--- src/rtl/memwin_pkg.sv ---
package memwin_pkg;
    typedef enum logic [1:0] {
        ST_IDLE,
        ST_MEM_WAIT,
        ST_PER_WAIT
    } win_state_t;

    localparam int HOST_AW = 8;

    localparam logic [HOST_AW-1:0] OFS_MEM_RADDR = 8'h0C;
    localparam logic [HOST_AW-1:0] OFS_MEM_WADDR = 8'h10;
    localparam logic [HOST_AW-1:0] OFS_MEM_WDAT  = 8'h18;
    localparam logic [HOST_AW-1:0] OFS_MEM_RDAT  = 8'h1C;
    localparam logic [HOST_AW-1:0] OFS_PER_WADDR = 8'h44;
    localparam logic [HOST_AW-1:0] OFS_PER_RADDR = 8'h48;
    localparam logic [HOST_AW-1:0] OFS_PER_WDAT  = 8'h4C;
    localparam logic [HOST_AW-1:0] OFS_PER_RDAT  = 8'h50;
endpackage

--- src/rtl/iwin_ptr.sv ---
module iwin_ptr #(
    parameter int W    = 32,
    parameter int STEP = 4
) (
    input  logic         clk,
    input  logic         rst_n,
    input  logic         load,
    input  logic [W-1:0] load_val,
    input  logic         adv,
    output logic [W-1:0] q
);
    localparam logic [W-1:0] STEP_V = W'(STEP);

    always_ff @(posedge clk) begin
        if (!rst_n)    q <= '0;
        else if (load) q <= load_val;
        else if (adv)  q <= q + STEP_V;
    end
endmodule

--- src/rtl/iwin_be_dec.sv ---
module iwin_be_dec #(
    parameter int CNT_W = 2,
    parameter int BE_W  = 4
) (
    input  logic [CNT_W-1:0] cnt,
    output logic [BE_W-1:0]  be
);
    always_comb begin
        for (int i = 0; i < BE_W; i++) begin
            be[i] = (i <= int'(cnt));
        end
    end
endmodule

--- src/rtl/memwin_bridge.sv ---
module memwin_bridge
    import memwin_pkg::*;
#(
    parameter int DATA_W   = 32,
    parameter int MEM_AW   = 32,
    parameter int PER_AW   = 16,
    parameter int CNT_W    = 2,
    parameter int CNT_LSB  = 24
) (
    input  logic                clk,
    input  logic                rst_n,
    input  logic                hst_req,
    input  logic                hst_we,
    input  logic [HOST_AW-1:0]  hst_addr,
    input  logic [DATA_W-1:0]   hst_wdata,
    output logic                hst_ack,
    output logic [DATA_W-1:0]   hst_rdata,
    output logic                mem_req,
    output logic                mem_we,
    output logic [MEM_AW-1:0]   mem_addr,
    output logic [DATA_W-1:0]   mem_wdata,
    input  logic [DATA_W-1:0]   mem_rdata,
    input  logic                mem_rvalid,
    output logic                per_req,
    output logic                per_we,
    output logic [PER_AW-1:0]   per_addr,
    output logic [DATA_W/8-1:0] per_be,
    output logic [DATA_W-1:0]   per_wdata,
    input  logic [DATA_W-1:0]   per_rdata,
    input  logic                per_ack
);
    localparam int BE_W    = DATA_W / 8;
    localparam int STEP    = DATA_W / 8;
    localparam int NUM_PTR = 2;
    localparam int RD_IDX  = 0;
    localparam int WR_IDX  = 1;

    win_state_t state_q, state_d;

    logic [MEM_AW-1:0] ptr_q   [NUM_PTR];
    logic              ptr_ld  [NUM_PTR];
    logic              ptr_adv [NUM_PTR];

    logic [PER_AW-1:0] pw_ofs_q, pr_ofs_q;
    logic [CNT_W-1:0]  pw_cnt_q, pr_cnt_q;
    logic [BE_W-1:0]   pw_be, pr_be;
    logic [DATA_W-1:0] rb_val;

    logic take;
    assign take = hst_req && (state_q == ST_IDLE);

    function automatic logic [DATA_W-1:0] pack_per(input logic [PER_AW-1:0] ofs,
                                                   input logic [CNT_W-1:0]  cnt);
        logic [DATA_W-1:0] v;
        v = '0;
        v[PER_AW-1:0] = ofs;
        v[CNT_LSB +: CNT_W] = cnt;
        return v;
    endfunction

    // address pointers: index 0 feeds reads, index 1 feeds writes
    assign ptr_ld[RD_IDX]  = take && hst_we && (hst_addr == OFS_MEM_RADDR);
    assign ptr_adv[RD_IDX] = (state_q == ST_MEM_WAIT) && mem_rvalid;
    assign ptr_ld[WR_IDX]  = take && hst_we && (hst_addr == OFS_MEM_WADDR);
    assign ptr_adv[WR_IDX] = take && hst_we && (hst_addr == OFS_MEM_WDAT);

    for (genvar g = 0; g < NUM_PTR; g++) begin : g_ptr
        iwin_ptr #(.W(MEM_AW), .STEP(STEP)) u_ptr (
            .clk      (clk),
            .rst_n    (rst_n),
            .load     (ptr_ld[g]),
            .load_val (hst_wdata[MEM_AW-1:0]),
            .adv      (ptr_adv[g]),
            .q        (ptr_q[g])
        );
    end

    iwin_be_dec #(.CNT_W(CNT_W), .BE_W(BE_W)) u_be_w (.cnt(pw_cnt_q), .be(pw_be));
    iwin_be_dec #(.CNT_W(CNT_W), .BE_W(BE_W)) u_be_r (.cnt(pr_cnt_q), .be(pr_be));

    always_comb begin
        unique case (hst_addr)
            OFS_MEM_RADDR: rb_val = DATA_W'(ptr_q[RD_IDX]);
            OFS_MEM_WADDR: rb_val = DATA_W'(ptr_q[WR_IDX]);
            OFS_PER_WADDR: rb_val = pack_per(pw_ofs_q, pw_cnt_q);
            OFS_PER_RADDR: rb_val = pack_per(pr_ofs_q, pr_cnt_q);
            default:       rb_val = '0;
        endcase
    end

    // state register
    always_ff @(posedge clk) begin
        if (!rst_n) state_q <= ST_IDLE;
        else        state_q <= state_d;
    end

    // next state
    always_comb begin
        state_d = state_q;
        unique case (state_q)
            ST_IDLE: begin
                if (take && !hst_we && hst_addr == OFS_MEM_RDAT)
                    state_d = ST_MEM_WAIT;
                else if (take && ((hst_we && hst_addr == OFS_PER_WDAT) ||
                                  (!hst_we && hst_addr == OFS_PER_RDAT)))
                    state_d = ST_PER_WAIT;
            end
            ST_MEM_WAIT: if (mem_rvalid) state_d = ST_IDLE;
            ST_PER_WAIT: if (per_ack)    state_d = ST_IDLE;
            default:     state_d = ST_IDLE;
        endcase
    end

    // outputs and window registers
    always_ff @(posedge clk) begin
        if (!rst_n) begin
            hst_ack   <= 1'b0;
            hst_rdata <= '0;
            mem_req   <= 1'b0;
            mem_we    <= 1'b0;
            mem_addr  <= '0;
            mem_wdata <= '0;
            per_req   <= 1'b0;
            per_we    <= 1'b0;
            per_addr  <= '0;
            per_be    <= '0;
            per_wdata <= '0;
            pw_ofs_q  <= '0;
            pw_cnt_q  <= '0;
            pr_ofs_q  <= '0;
            pr_cnt_q  <= '0;
        end else begin
            hst_ack <= 1'b0;
            mem_req <= 1'b0;
            per_req <= 1'b0;
            unique case (state_q)
                ST_IDLE: if (take) begin
                    case (hst_addr)
                        OFS_MEM_RDAT: begin
                            if (!hst_we) begin
                                mem_req  <= 1'b1;
                                mem_we   <= 1'b0;
                                mem_addr <= ptr_q[RD_IDX];
                            end else begin
                                hst_ack <= 1'b1;
                            end
                        end
                        OFS_MEM_WDAT: begin
                            hst_ack   <= 1'b1;
                            hst_rdata <= '0;
                            if (hst_we) begin
                                mem_req   <= 1'b1;
                                mem_we    <= 1'b1;
                                mem_addr  <= ptr_q[WR_IDX];
                                mem_wdata <= hst_wdata;
                            end
                        end
                        OFS_PER_WDAT: begin
                            if (hst_we) begin
                                per_req   <= 1'b1;
                                per_we    <= 1'b1;
                                per_addr  <= pw_ofs_q;
                                per_be    <= pw_be;
                                per_wdata <= hst_wdata;
                            end else begin
                                hst_ack   <= 1'b1;
                                hst_rdata <= '0;
                            end
                        end
                        OFS_PER_RDAT: begin
                            if (!hst_we) begin
                                per_req  <= 1'b1;
                                per_we   <= 1'b0;
                                per_addr <= pr_ofs_q;
                                per_be   <= pr_be;
                            end else begin
                                hst_ack <= 1'b1;
                            end
                        end
                        default: begin
                            hst_ack <= 1'b1;
                            if (hst_we) begin
                                if (hst_addr == OFS_PER_WADDR) begin
                                    pw_ofs_q <= hst_wdata[PER_AW-1:0];
                                    pw_cnt_q <= hst_wdata[CNT_LSB +: CNT_W];
                                end
                                if (hst_addr == OFS_PER_RADDR) begin
                                    pr_ofs_q <= hst_wdata[PER_AW-1:0];
                                    pr_cnt_q <= hst_wdata[CNT_LSB +: CNT_W];
                                end
                            end else begin
                                hst_rdata <= rb_val;
                            end
                        end
                    endcase
                end
                ST_MEM_WAIT: if (mem_rvalid) begin
                    hst_ack   <= 1'b1;
                    hst_rdata <= mem_rdata;
                end
                ST_PER_WAIT: if (per_ack) begin
                    hst_ack   <= 1'b1;
                    hst_rdata <= per_we ? '0 : per_rdata;
                end
                default: ;
            endcase
        end
    end

    // completion is a single pulse
    a_r2_ack_pulse: assert property (@(posedge clk) disable iff (!rst_n)
        hst_ack |=> !hst_ack);

    // no completion while SRAM data is still outstanding
    a_r3_stall: assert property (@(posedge clk) disable iff (!rst_n)
        (state_q == ST_MEM_WAIT && !mem_rvalid) |=> !hst_ack);

    // read pointer steps one dword once data returns
    a_r3_rd_step: assert property (@(posedge clk) disable iff (!rst_n)
        (state_q == ST_MEM_WAIT && mem_rvalid) |=>
            ptr_q[RD_IDX] == $past(ptr_q[RD_IDX]) + MEM_AW'(STEP));

    // the issued write address is one dword behind the write pointer
    a_r5_wr_step: assert property (@(posedge clk) disable iff (!rst_n)
        (mem_req && mem_we) |-> ptr_q[WR_IDX] == mem_addr + MEM_AW'(STEP));

    // byte enables are a contiguous run from lane 0
    a_r8_be_contig: assert property (@(posedge clk) disable iff (!rst_n)
        per_req |-> (per_be != '0) &&
            (per_be == ({BE_W{1'b1}} >> (BE_W - $countones(per_be)))));

    // one SRAM read outstanding at a time
    a_r3_single_rd: assert property (@(posedge clk) disable iff (!rst_n)
        (mem_req && !mem_we) |=> !mem_req);
endmodule

--- config.mk ---
export PLATFORM = sky130hd
export DESIGN_NAME = memwin_bridge
export DESIGN_NICKNAME = d
export VERILOG_FILES = /design/src/rtl/memwin_pkg.sv /design/src/rtl/iwin_ptr.sv /design/src/rtl/iwin_be_dec.sv /design/src/rtl/memwin_bridge.sv
export SDC_FILE = /design/constraint.sdc
export NUM_CORES = 1
export LEC_CHECK = 0
export ABC_AREA = 0
export BUFFER_PORTS_ARGS = -buffer_cell sky130_fd_sc_hd__buf_4
export CAP_MARGIN = 25
export CELL_PAD_IN_SITES_DETAIL_PLACEMENT = 0
export CELL_PAD_IN_SITES_GLOBAL_PLACEMENT = 1
export CORE_MARGIN = 1
export CORE_UTILIZATION = 36
export CTS_CLUSTER_SIZE = 24
export DETAILED_ROUTE_END_ITERATION = 10
export GPL_TIMING_DRIVEN = 0
export HOLD_SLACK_MARGIN = 0.1
export PLACE_DENSITY_LB_ADDON = 0.12
export SKIP_CTS_REPAIR_TIMING = 1
export SKIP_LAST_GASP = 1
export SYNTH_ARGS = -nofsm -noshare
export SYNTH_HDL_FRONTEND = slang
export SYNTH_SLANG_ARGS = --single-unit
--- constraint.sdc ---
create_clock -name clk -period 2.5 [get_ports clk]
set_input_delay 0.375 -clock clk [delete_from_list [all_inputs] [get_ports clk]]
set_output_delay 0.375 -clock clk [all_outputs]
set_load 0.005 [all_outputs]
# Word level (Yosys, flattened, before mapping)

Index checks and enable logic that the tools add are counted.

Bits in registers: 255
Output and inout port bits: 153

$add $sub $neg: 2
Order comparisons: 6
Equal/unequal tests: 21
Multiplexer cells: 40
Bitwise logic cells: 1
Reduce and logical (&&, ||, !) cells: 30

Operators with widths:

| cell                    | number |
|---|---|
| $mux W32                | 12 |
| $pmux W32 S3            | 2 |
| $pmux W32 S4            | 1 |
| $add A32 B3 Y32 const B | 2 |
| $pmux W32 S2            | 1 |
| $eq A8 B7 Y1 const B    | 4 |
| $mux W16                | 2 |
| $pmux W16 S2            | 1 |
| $eq A8 B5 Y1 const B    | 3 |
| $reduce_and A5 Y1       | 4 |
| $ne A2 B2 Y1 const B    | 8 |
| $logic_and A1 B1 Y1     | 11 |
| $pmux W1 S2             | 5 |
| $eq A8 B4 Y1 const B    | 1 |
| $le A2 B2 Y1 const A    | 4 |
| $mux W2                 | 4 |
| $mux W4                 | 2 |
| $pmux W4 S2             | 1 |
| $reduce_and A4 Y1       | 2 |
| $reduce_bool A2 Y1      | 4 |
| $mux W1                 | 7 |
| $reduce_and A7 Y1       | 1 |
| $pmux W2 S3             | 1 |
| $reduce_and A3 Y1       | 2 |
| other kinds (14)        | 15 |

# Longest topological paths before layout

Gate-level depths: netlist of the first run.

Word-level depth: 7
Gate-level depth with buffers: 10

# Modules after synthesis

From an unflattened synthesis of the first run, not the netlist that was laid out.

Cell total of the unflattened synthesis: 1567
Area total of the unflattened synthesis: 12530.8 µm²

By module, submodules not included:

| module        | instances | cells each | area each (µm²) | sequential area each (µm²) |
|---|---|---|---|---|
| memwin_bridge | 1         | 1091       | 8744.6          | 3823.7 |
| iwin_ptr      | 2         | 233        | 1864.3          | 640.6 |
| iwin_be_dec   | 2         | 5          | 28.8            | 0.0 |

# Worst setup path after synthesis of the first run

Ideal clock, no wire load.

Kind: register -> register
Start: register g_ptr[1].u_ptr.q[2]
End: register g_ptr[1].u_ptr.q[18]
Setup time: 0.070 ns
Arrival: 2.234 ns
Data required time: 2.430 ns
Slack: 0.195 ns
Stages on the path, launching flop included: 8
Path buffers: 1
Period minus slack after synthesis: 2.305 ns
Path through: dfxtp_1 -> ha_1 -> nand3_1 -> or4_1 -> clkbuf_1 -> nor4_1 -> mux2_2 -> a21oi_1

Cells in the longest elaborated chain, start to end: 3

Ends and longest elaborated chain:

| what                   | line           | RTL |
|---|---|---|
| from (decl)            | iwin_ptr.sv:10 | `output logic [W-1:0] q` |
| from (signal assigned) | iwin_ptr.sv:16 | `else if (load) q <= load_val;` |
| from (signal assigned) | iwin_ptr.sv:17 | `else if (adv) q <= q + STEP_V;` |
| $add A32 B3 Y32        | iwin_ptr.sv:17 |  |
| $mux W32               | iwin_ptr.sv:17 |  |
| $mux W32               | iwin_ptr.sv:16 |  |

Every way passes these cells. The select of a mux whose other input is x is not followed.
A chain may end at the register's enable or synchronous reset.

# Final worst setup path of the first run

Start: register state_q[0]
End: register hst_rdata[15]

Cells in the longest elaborated chain, start to end: 4
Elaborated cells between the ends (all ways): 13
Classes of those cells: eq/ne: 8; mux: 1; reduce/logical: 4

Ends and longest elaborated chain:

| what                        | line                                      | RTL |
|---|---|---|
| from (decl)                 | memwin_bridge.sv:38                       | `win_state_t state_q, state_d;` |
| from (signal assigned)      | memwin_bridge.sv:94                       | `else state_q <= state_d;` |
| $logic_not A2 Y1            | memwin_bridge.sv:50, memwin_bridge.sv:136 |  |
| $logic_and A1 B1 Y1         | memwin_bridge.sv:50                       | `assign take = hst_req && (state_q == ST_IDLE);` |
| $ne A2 B2 Y1 (no line)      | --                                        |  |
| $reduce_and A7 Y1 (no line) | --                                        |  |
| to (signal assigned)        | memwin_bridge.sv:192                      | `hst_rdata <= rb_val;` |
| to (signal assigned)        | memwin_bridge.sv:199                      | `hst_rdata <= mem_rdata;` |
| to (signal assigned)        | memwin_bridge.sv:203                      | `hst_rdata <= per_we ? '0 : per_rdata;` |
| to (decl)                   | memwin_bridge.sv:17                       | `output logic [DATA_W-1:0] hst_rdata,` |

Parallel ways exist; a longest one is shown, timed or not.

==> reports/metrics.csv, run 1 <==
metric,value,unit
Synth Area in XOR/XNOR,2.22,%
Final Hold Slack,107,ps
Crit Path Class,flip-flop to flip-flop,
Nets,1938,
ys flop type,dfxtp_1,
all-layer global routing usage,28.4,%
Post-synth EDFFs,0,
post-synth top area cell,dfxtp_1,
num ports,263,
initial antenna violation count,3,
"Seq/Total Area, Yosys",41.7,%
Synthesized Nets,1649,
Relative slew margins,33.1,%
"count leader, synth",nand2_1,
clock latency on the worst-skew pair,550,ps
fmax,409,MHz
total CTS buffers,29,
startpoint types,flip-flop,
status,"finished, final reports clean",
clock root buffer,clkbuf_16,
Final Hold Fails,0,
synthesized area per cell,7.99,µm²
WL per Instance,22.3,µm
Post-Syn Area,12200,µm²
Crit. End Element,flip-flop,
RSZ-0062 raised after global routing,true,
share of the synthesized area in the top cell type,41.7,%
final non-filler cell total,2293,
Yosys reg bits,255,
FF/Latch Area,5110,µm²
drt via density,5.56,
asr flop ratio synth,0,%
routability cong.,0.947,
DRT iter0 DRCs,916,
vias in the first global route,12100,
HP Class,input port to flip-flop,
port bufs,257,
commonest cells in the netlist,"nand2_1 (320), dfxtp_1 (255), a21oi_1 (193)",
simple-gate share of the synthesized area,21.2,%
PD cells,572,nW/µm²
core area,33400,µm²
Post-Synthesis Cells,1532,
multiplexer area fraction after synthesis,4.35,%
pins over their slew limit,0,
pre-CTS setup slack,-542,ps
Synth Area in Adders,0.716,%
multi-input combinational cell area,6550,µm²
Static Leak,5.83,nW
"Setup violations, final",0,
largest net degree at the start of global routing,14,
synth warn,0,
Max Cap Viol,0,
via count,12700,
maximum VDD drop,0.000538,V
Yosys cell types,75,
drt drc,0,
worst-margin pin slew,1000,ps
filler cell count,3370,
H-tree depth,1,
Die Ht,186,µm
DIE WIDTH,186,µm
clk buf depth,3,
CP arrival,2930,ps
ranking of synthesized cells by area,"dfxtp_1 (42%), nand2_1 (9.8%), a21oi_1 (7.9%), mux2i_1 (4.3%), a211oi_1 (3.5%)",
Layout Area Growth over Synthesis,30.2,%
total power,9.11,mW
CTS tree,built,
Finished Core Util,47.6,%
GRT Residual Overflow,0,
"Max FO, Critical Path",10,
hpwl dp,38700,µm
first-pass GRT wire length,75900,µm
placed instance count,2237,
die area,34700,µm²
row cnt,67,
min Tclk post-route,2440,ps
fin worst setup slack,55.1,ps
clock-pin slew on the worst setup and hold paths,60,ps
post-synthesis compound-gate area fraction,24.3,%
drt first pass iters,5,
fin crit share,97.8,%
DRT Wirelength,51000,µm
largest family of logic cells by synthesized area,compound AO/OA/AOI/OAI gates,
layout cells sized above 1,22.4,%
Post-DRT Antenna Nets,0,
Final Skew,9.98,ps
CTS sink cnt,255,
critical path data required time,2990,ps
initial core utilization,36.6,%
-- final cells by class --
cell class | count | share of cell area [%]
Multi-Input combinational cell | 1122 | 41.1
Sequential cell | 255 | 32.1
Timing Repair Buffer | 267 | 12.7
Clock buffer | 39 | 5.10
Buffer | 133 | 3.92
Tap cell | 448 | 3.52
Clock inverter | 14 | 1.29
Inverter | 13 | 0.306
Antenna cell | 2 | 0.0314
-- sequential cells by signal, summed over array words and instances, names as in the netlist, 16 cells and up --
name / cells
per_wdata: 32
per_addr: 16
mem_addr: 32
pr_ofs_q: 16
mem_wdata: 32
pw_ofs_q: 16
g_ptr.u_ptr.q: 64
hst_rdata: 32
-- metrics by stage --
step / TNS [ps] / area [µm²]
final: 0 / 15900
after global routing: -60.9 / 15900
after CTS: -41660 / 15700
after detailed placement: -60550 / 14700
after global placement: -64520 / 14700
after floorplan: 0 / 12200
-- report_power, final --
group / leakage, nW / switching (mW) / internal, mW / total (mW)
sequential: 2.06 / 0.00497 / 4.07 / 4.07
combinational: 3.27 / 0.298 / 0.168 / 0.466
clock: 0.502 / 1.78 / 2.79 / 4.57
total: 5.83 / 2.09 / 7.03 / 9.11
-- worst paths after layout --
path                                    start       endpoint  slack [ps]  depth (start not counted)
worst max-delay path               state_q[0]  hst_rdata[15]          60                          8
worst min-delay path            hst_wdata[30]  mem_wdata[30]         110                          3
worst max register to register     state_q[0]  hst_rdata[15]          60                          8
worst min register to register   mem_wdata[2]   mem_wdata[2]         460                          2
-- cells by family (layout without fill, tap and decap cells) --
| group | count (synthesis) | in the layout |
|---|---|---|
| AND/OR/NAND/NOR | 570 | 570 |
| buffers and inverters | 155 | 466 |
| AO/OA/AOI/OAI | 461 | 461 |
| adder cells (fa/ha/maj) | 7 | 7 |
| XOR/XNOR | 31 | 31 |
| multiplexers | 53 | 53 |
| other | 0 | 2 |
| flip-flops | 255 | 255 |
-- layer usage --
metal,part of all wire (%),vias to the layer above,track usage (%)
met4,3.1,2,9.44
met5,0.020,-,0
met2,42,563,42.6
li1,-,6106,-
met3,9.2,87,5.72
met1,45,5988,40.4
-- cells in the final DEF (no fill, tap or decap), drive strengths merged, types with 11 or more instances in the layout --
cell type / instances
nand2: 321
a211oi: 57
nor3: 12
mux2i: 52
o211ai: 11
buf: 312
a21oi: 193
o41ai: 12
nor2: 100
o21a: 15
clkbuf: 126
nand4: 23
o21ai: 58
and3: 14
a31oi: 12
xor2: 24
inv: 13
a22o: 19
dfxtp: 255
nand3: 39
a221oi: 27
or4: 15
nor4: 13
-- critical path, cell delays in order (launching register included) --
cell and delay (ps):
dfxtp_1 340, inv_1 110, ha_1 190, nor2b_1 150
clkbuf_1 330, clkbuf_1 390, a21oi_1 160, a2111oi_0 530
o21a_1 190
No activity file was read; power rests on OpenSTA's default activity.
==> inputs of run 2 (changes only) <==
--- a/config.mk
+++ b/config.mk
@@ -8,10 +8,10 @@
 export ABC_AREA = 0
 export BUFFER_PORTS_ARGS = -buffer_cell sky130_fd_sc_hd__buf_4
 export CAP_MARGIN = 25
-export CELL_PAD_IN_SITES_DETAIL_PLACEMENT = 0
-export CELL_PAD_IN_SITES_GLOBAL_PLACEMENT = 1
+export CELL_PAD_IN_SITES_DETAIL_PLACEMENT = 1
+export CELL_PAD_IN_SITES_GLOBAL_PLACEMENT = 2
 export CORE_MARGIN = 1
-export CORE_UTILIZATION = 36
+export CORE_UTILIZATION = 28
 export CTS_CLUSTER_SIZE = 24
 export DETAILED_ROUTE_END_ITERATION = 10
 export GPL_TIMING_DRIVEN = 0
==> reports/metrics.csv, run 2 (synthesis gave the netlist of run 1 again) <==
metric,value,unit
largest net degree at the start of global routing,15,
Hold EP,mem_wdata[28],
GRT Residual Overflow,0,
Layout Area Growth over Synthesis,33.1,%
PD cells,556,nW/µm²
row cnt,76,
all-layer global routing usage,26.1,%
WL per Instance,24.3,µm
pins over their slew limit,0,
Critical path buffers and inverters,2,
met1 GRT Util,36.7,%
CTS sink cnt,255,
H-tree depth,1,
pre-CTS setup slack,-939,ps
clock latency on the worst-skew pair,580,ps
Crit path max-delay family,simple AND/OR/NAND/NOR gates,
maximum VDD drop,0.000508,V
total CTS buffers,31,
CP arrival,2920,ps
fin area,16300,µm²
setup_tns,0,ps
"Max FO, Critical Path",10,
hpwl dp,45100,µm
Crit path largest cell delay,360,ps
startpoint types,flip-flop,
clock root buffer,clkbuf_16,
DIE WIDTH,211,µm
Max Cap Viol,0,
Reg-to-Reg End,g_ptr[1].u_ptr.q[18],
Most Crowded Layer GR,met2,
initial core utilization,28.4,%
initial antenna violation count,1,
internal reg-to-reg setup slack,90,ps
routability cong.,0.897,
DRT Wirelength,59300,µm
layout cells sized above 1,23.1,%
fin crit share,96.5,%
first-pass GRT wire length,86100,µm
RSZ-0062 raised after global routing,true,
hold path cells,3,
drt via density,5.29,
worst-margin pin slew,1000,ps
fmax,414,MHz
Post-DRT Antenna Nets,0,
port bufs,257,
Final Hold Fails,0,
Finished Core Util,37.8,%
via count,12900,
Crit. End Element,flip-flop,
filler cell count,5196,
worst-case reg-to-reg path depth,8,
HP Class,input port to flip-flop,
fin worst setup slack,87.0,ps
core area,43100,µm²
clk buf depth,3,
crit path max-delay cell type,nor4_2,
min Tclk post-route,2410,ps
drt first pass iters,5,
Nets,1957,
Die Ht,211,µm
num ports,263,
most frequent cells in the layout,"nand2_1 (320), buf_4 (272), dfxtp_1 (253)",
final non-filler cell total,2444,
GR Util met3,3.94,%
drt drc,0,
Post-DP Area,14900,µm²
vias in the first global route,12900,
"Setup violations, final",0,
number of flip-flops in the largest register,64,
Static Leak,5.97,nW
CTS tree,built,
Crit Path Class,flip-flop to flip-flop,
placed instance count,2375,
DRT iter0 DRCs,720,
Hold Startpoint,hst_wdata[28],
met2 usage,42.1,%
die area,44500,µm²
FF-to-FF Start,state_q[0],
Relative slew margins,33.0,%
"Most flops, register",g_ptr.u_ptr.q,
status,"finished, final reports clean",
"commonest non-fill, non-tap cell in the layout",nand2_1,
clock-pin slew on the worst setup and hold paths,60,ps
"Cell Chain, Critical Path","inv_1, ha_2, and3_1, clkbuf_4, nand3_4, nor4_2, mux2_2, a21oi_1",
critical path data required time,3010,ps
Final Skew,7.28,ps
run 2: changes by cell type in the layout (fill, tap and decap cells not counted), sizes merged:
cell         previous run  this run
buf                   312       314
bufinv                  5         1
clkbuf                126       137
clkinv                  8         3
clkinvlp                1         0
diode                   2         1
dlygate4sd3             1        13
run 2: layout make-up:
type	count	area, µm²	area share, %
timing repair buffer	285	2200	13.5
clock buffer	47	936	5.75
inverter	13	48.8	0.300
clock inverter	4	45.0	0.276
buffer	132	641	3.93
sequential	255	5110	31.4
multi-input combinational	1122	6580	40.4
antenna	1	2.50	0.0154
tap	585	732	4.49
run 2: through the flow:
step                      hold slack, ps  total power [mW]
final                               88.4              9.06
after CTS                           56.7              9.13
after global placement               443              4.65
after floorplan                      448              4.31
after global routing                 103              9.35
after detailed placement             451              4.65
run 2: layer usage:
| layer | wire, µm | part of all wire (%) |
|---|---|---|
| met1 | 28000 | 47 |
| met2 | 26400 | 45 |
| met3 | 3660 | 6.2 |
| met4 | 1200 | 2.0 |
| met5 | 0 | 0 |
run 2: worst max path at each step:
stage | depth (start not counted) | start | slack, ps | endpoint
2_1_floorplan | 7 | g_ptr[1].u_ptr.q[2] | 200 | g_ptr[1].u_ptr.q[18]
4_1_cts | 9 | state_q[0] | -830 | mem_wdata[31]
3_3_place_gp | 7 | hst_addr[4] | -890 | per_addr[15]
6_report | 8 | state_q[0] | 90 | g_ptr[1].u_ptr.q[18]
3_5_place_dp | 7 | hst_addr[4] | -940 | per_be[3]
5_1_grt | 9 | state_q[0] | -30 | hst_rdata[12]
run 2: worst reg2reg max path, stage by stage (launching register included):
cell	delay, ps
dfxtp_1	340
inv_1	110
ha_2	250
and3_1	320
clkbuf_4	270
nand3_4	190
nor4_2	370
mux2_2	360
a21oi_1	130
run 2: where the power goes:
part           leakage [nW]  internal [mW]  switching, mW
Clock                 0.487           2.63           1.84
Sequential             2.05           4.07        0.00528
Combinational          3.43          0.185          0.323
==> inputs of run 3 (changes only) <==
--- a/config.mk
+++ b/config.mk
@@ -14,7 +14,6 @@
 export CORE_UTILIZATION = 28
 export CTS_CLUSTER_SIZE = 24
 export DETAILED_ROUTE_END_ITERATION = 10
-export GPL_TIMING_DRIVEN = 0
 export HOLD_SLACK_MARGIN = 0.1
 export PLACE_DENSITY_LB_ADDON = 0.12
 export SKIP_CTS_REPAIR_TIMING = 1
==> reports/metrics.csv, run 3 (synthesis gave the netlist of run 1 again) <==
metric,value,unit
fmax,426,MHz
pins over their slew limit,0,
Relative slew margins,57.8,%
GRT Residual Overflow,0,
first-pass GRT wire length,79600,µm
total CTS buffers,30,
crit path max-delay cell type,or4_1,
Static Leak,6.03,nW
met2 routed WL,22900,µm
Crit path largest cell delay,510,ps
Layout Area Growth over Synthesis,34.7,%
Die Ht,211,µm
"Most flops, register",g_ptr.u_ptr.q,
RSZ-0062 raised after global routing,false,
total power,8.96,mW
layout cells sized above 1,24.2,%
drt via density,5.23,
row cnt,76,
Finished Core Util,38.3,%
initial core utilization,28.4,%
Post-DP Area,15400,µm²
"Cell Chain, Critical Path","inv_1, ha_2, buf_4, and3_1, a211o_4, buf_12, or4_1, a21oi_1",
number of flip-flops in the largest register,64,
Top Layer Used,met5,
DRT iter0 DRCs,728,
Post-DRT Antenna Nets,0,
hpwl dp,38900,µm
via count,12600,
die area,44500,µm²
Max Cap Viol,0,
H-tree depth,1,
port bufs,262,
min Tclk post-route,2350,ps
routability cong.,0.816,
vias in the first global route,12600,
clock-pin slew on the worst setup and hold paths,60,ps
DRT Wirelength,53500,µm
WL per Instance,22.2,µm
worst-margin pin slew,627,ps
startpoint types,flip-flop,
final non-filler cell total,2407,
Crit Path Class,flip-flop to flip-flop,
most frequent cells in the layout,"buf_4 (348), nand2_1 (320), dfxtp_1 (255)",
status,"finished, final reports clean",
"Max FO, Critical Path",31,
filler cell count,5166,
clock root buffer,clkbuf_16,
drt first pass iters,5,
pre-CTS setup slack,-45.7,ps
Crit. End Element,flip-flop,
DIE WIDTH,211,µm
Final Skew,10.5,ps
"commonest non-fill, non-tap cell in the layout",buf_4,
fin area,16500,µm²
placed instance count,2345,
"Setup violations, final",0,
setup_tns,0,ps
clock latency on the worst-skew pair,570,ps
CP arrival,2840,ps
drt drc,0,
critical path data required time,3000,ps
fin worst setup slack,153,ps
HP Class,input port to flip-flop,
CTS sink cnt,255,
CTS tree,built,
fin crit share,93.9,%
maximum VDD drop,0.000498,V
Nets,1915,
Final Hold Slack,99.3,ps
clk buf depth,3,
PD cells,544,nW/µm²
met3 WL post-DR,2900,µm
largest net degree at the start of global routing,70,
core area,43100,µm²
Met1 Wirelength,26900,µm
all-layer global routing usage,23.5,%
num ports,263,
initial antenna violation count,2,
Final Hold Fails,0,
-- run 3: layout make-up --
type	count	area [µm²]	share of cell area, %
Multi-Input combinational cell	1122	6500	39.4
Sequential cell	255	5100	31.0
Timing Repair Buffer	376	3100	18.8
Clock buffer	50	937	5.69
Tap cell	585	732	4.44
Inverter	13	53.8	0.326
Clock inverter	4	45.0	0.273
Antenna cell	2	5.00	0.0304
-- run 3: metal layers --
| layer | global-route usage (%) | up-vias |
|---|---|---|
| li1 | - | 6054 |
| met1 | 34.6 | 6175 |
| met2 | 35.8 | 317 |
| met3 | 3.55 | 50 |
| met4 | 4.90 | 2 |
| met5 | 0 | - |
-- run 3: power by group --
part / internal, mW / switching (mW) / total (mW) / leakage (nW)
Combinational: 0.189 / 0.282 / 0.471 / 3.49
Sequential: 4.07 / 0.00506 / 4.08 / 2.05
Clock: 2.63 / 1.79 / 4.42 / 0.484
-- run 3: path summary, 6_finish.rpt --
check                 from       endpoint  slack [ps]  depth (start not counted)
min          hst_wdata[18]  mem_wdata[18]         100                          3
max reg2reg     state_q[0]  hst_rdata[17]         150                          8
max             state_q[0]  hst_rdata[17]         150                          8
min reg2reg  per_wdata[27]  per_wdata[27]         450                          2
-- run 3: critical path, delay by kind of cell (launching register included) --
family / cells / cell delay (ps)
adder cells (fa/ha/maj): 1 / 200
AO/OA/AOI/OAI: 2 / 530
buffers and inverters: 3 / 450
AND/OR/NAND/NOR: 2 / 680
flip-flops: 1 / 410
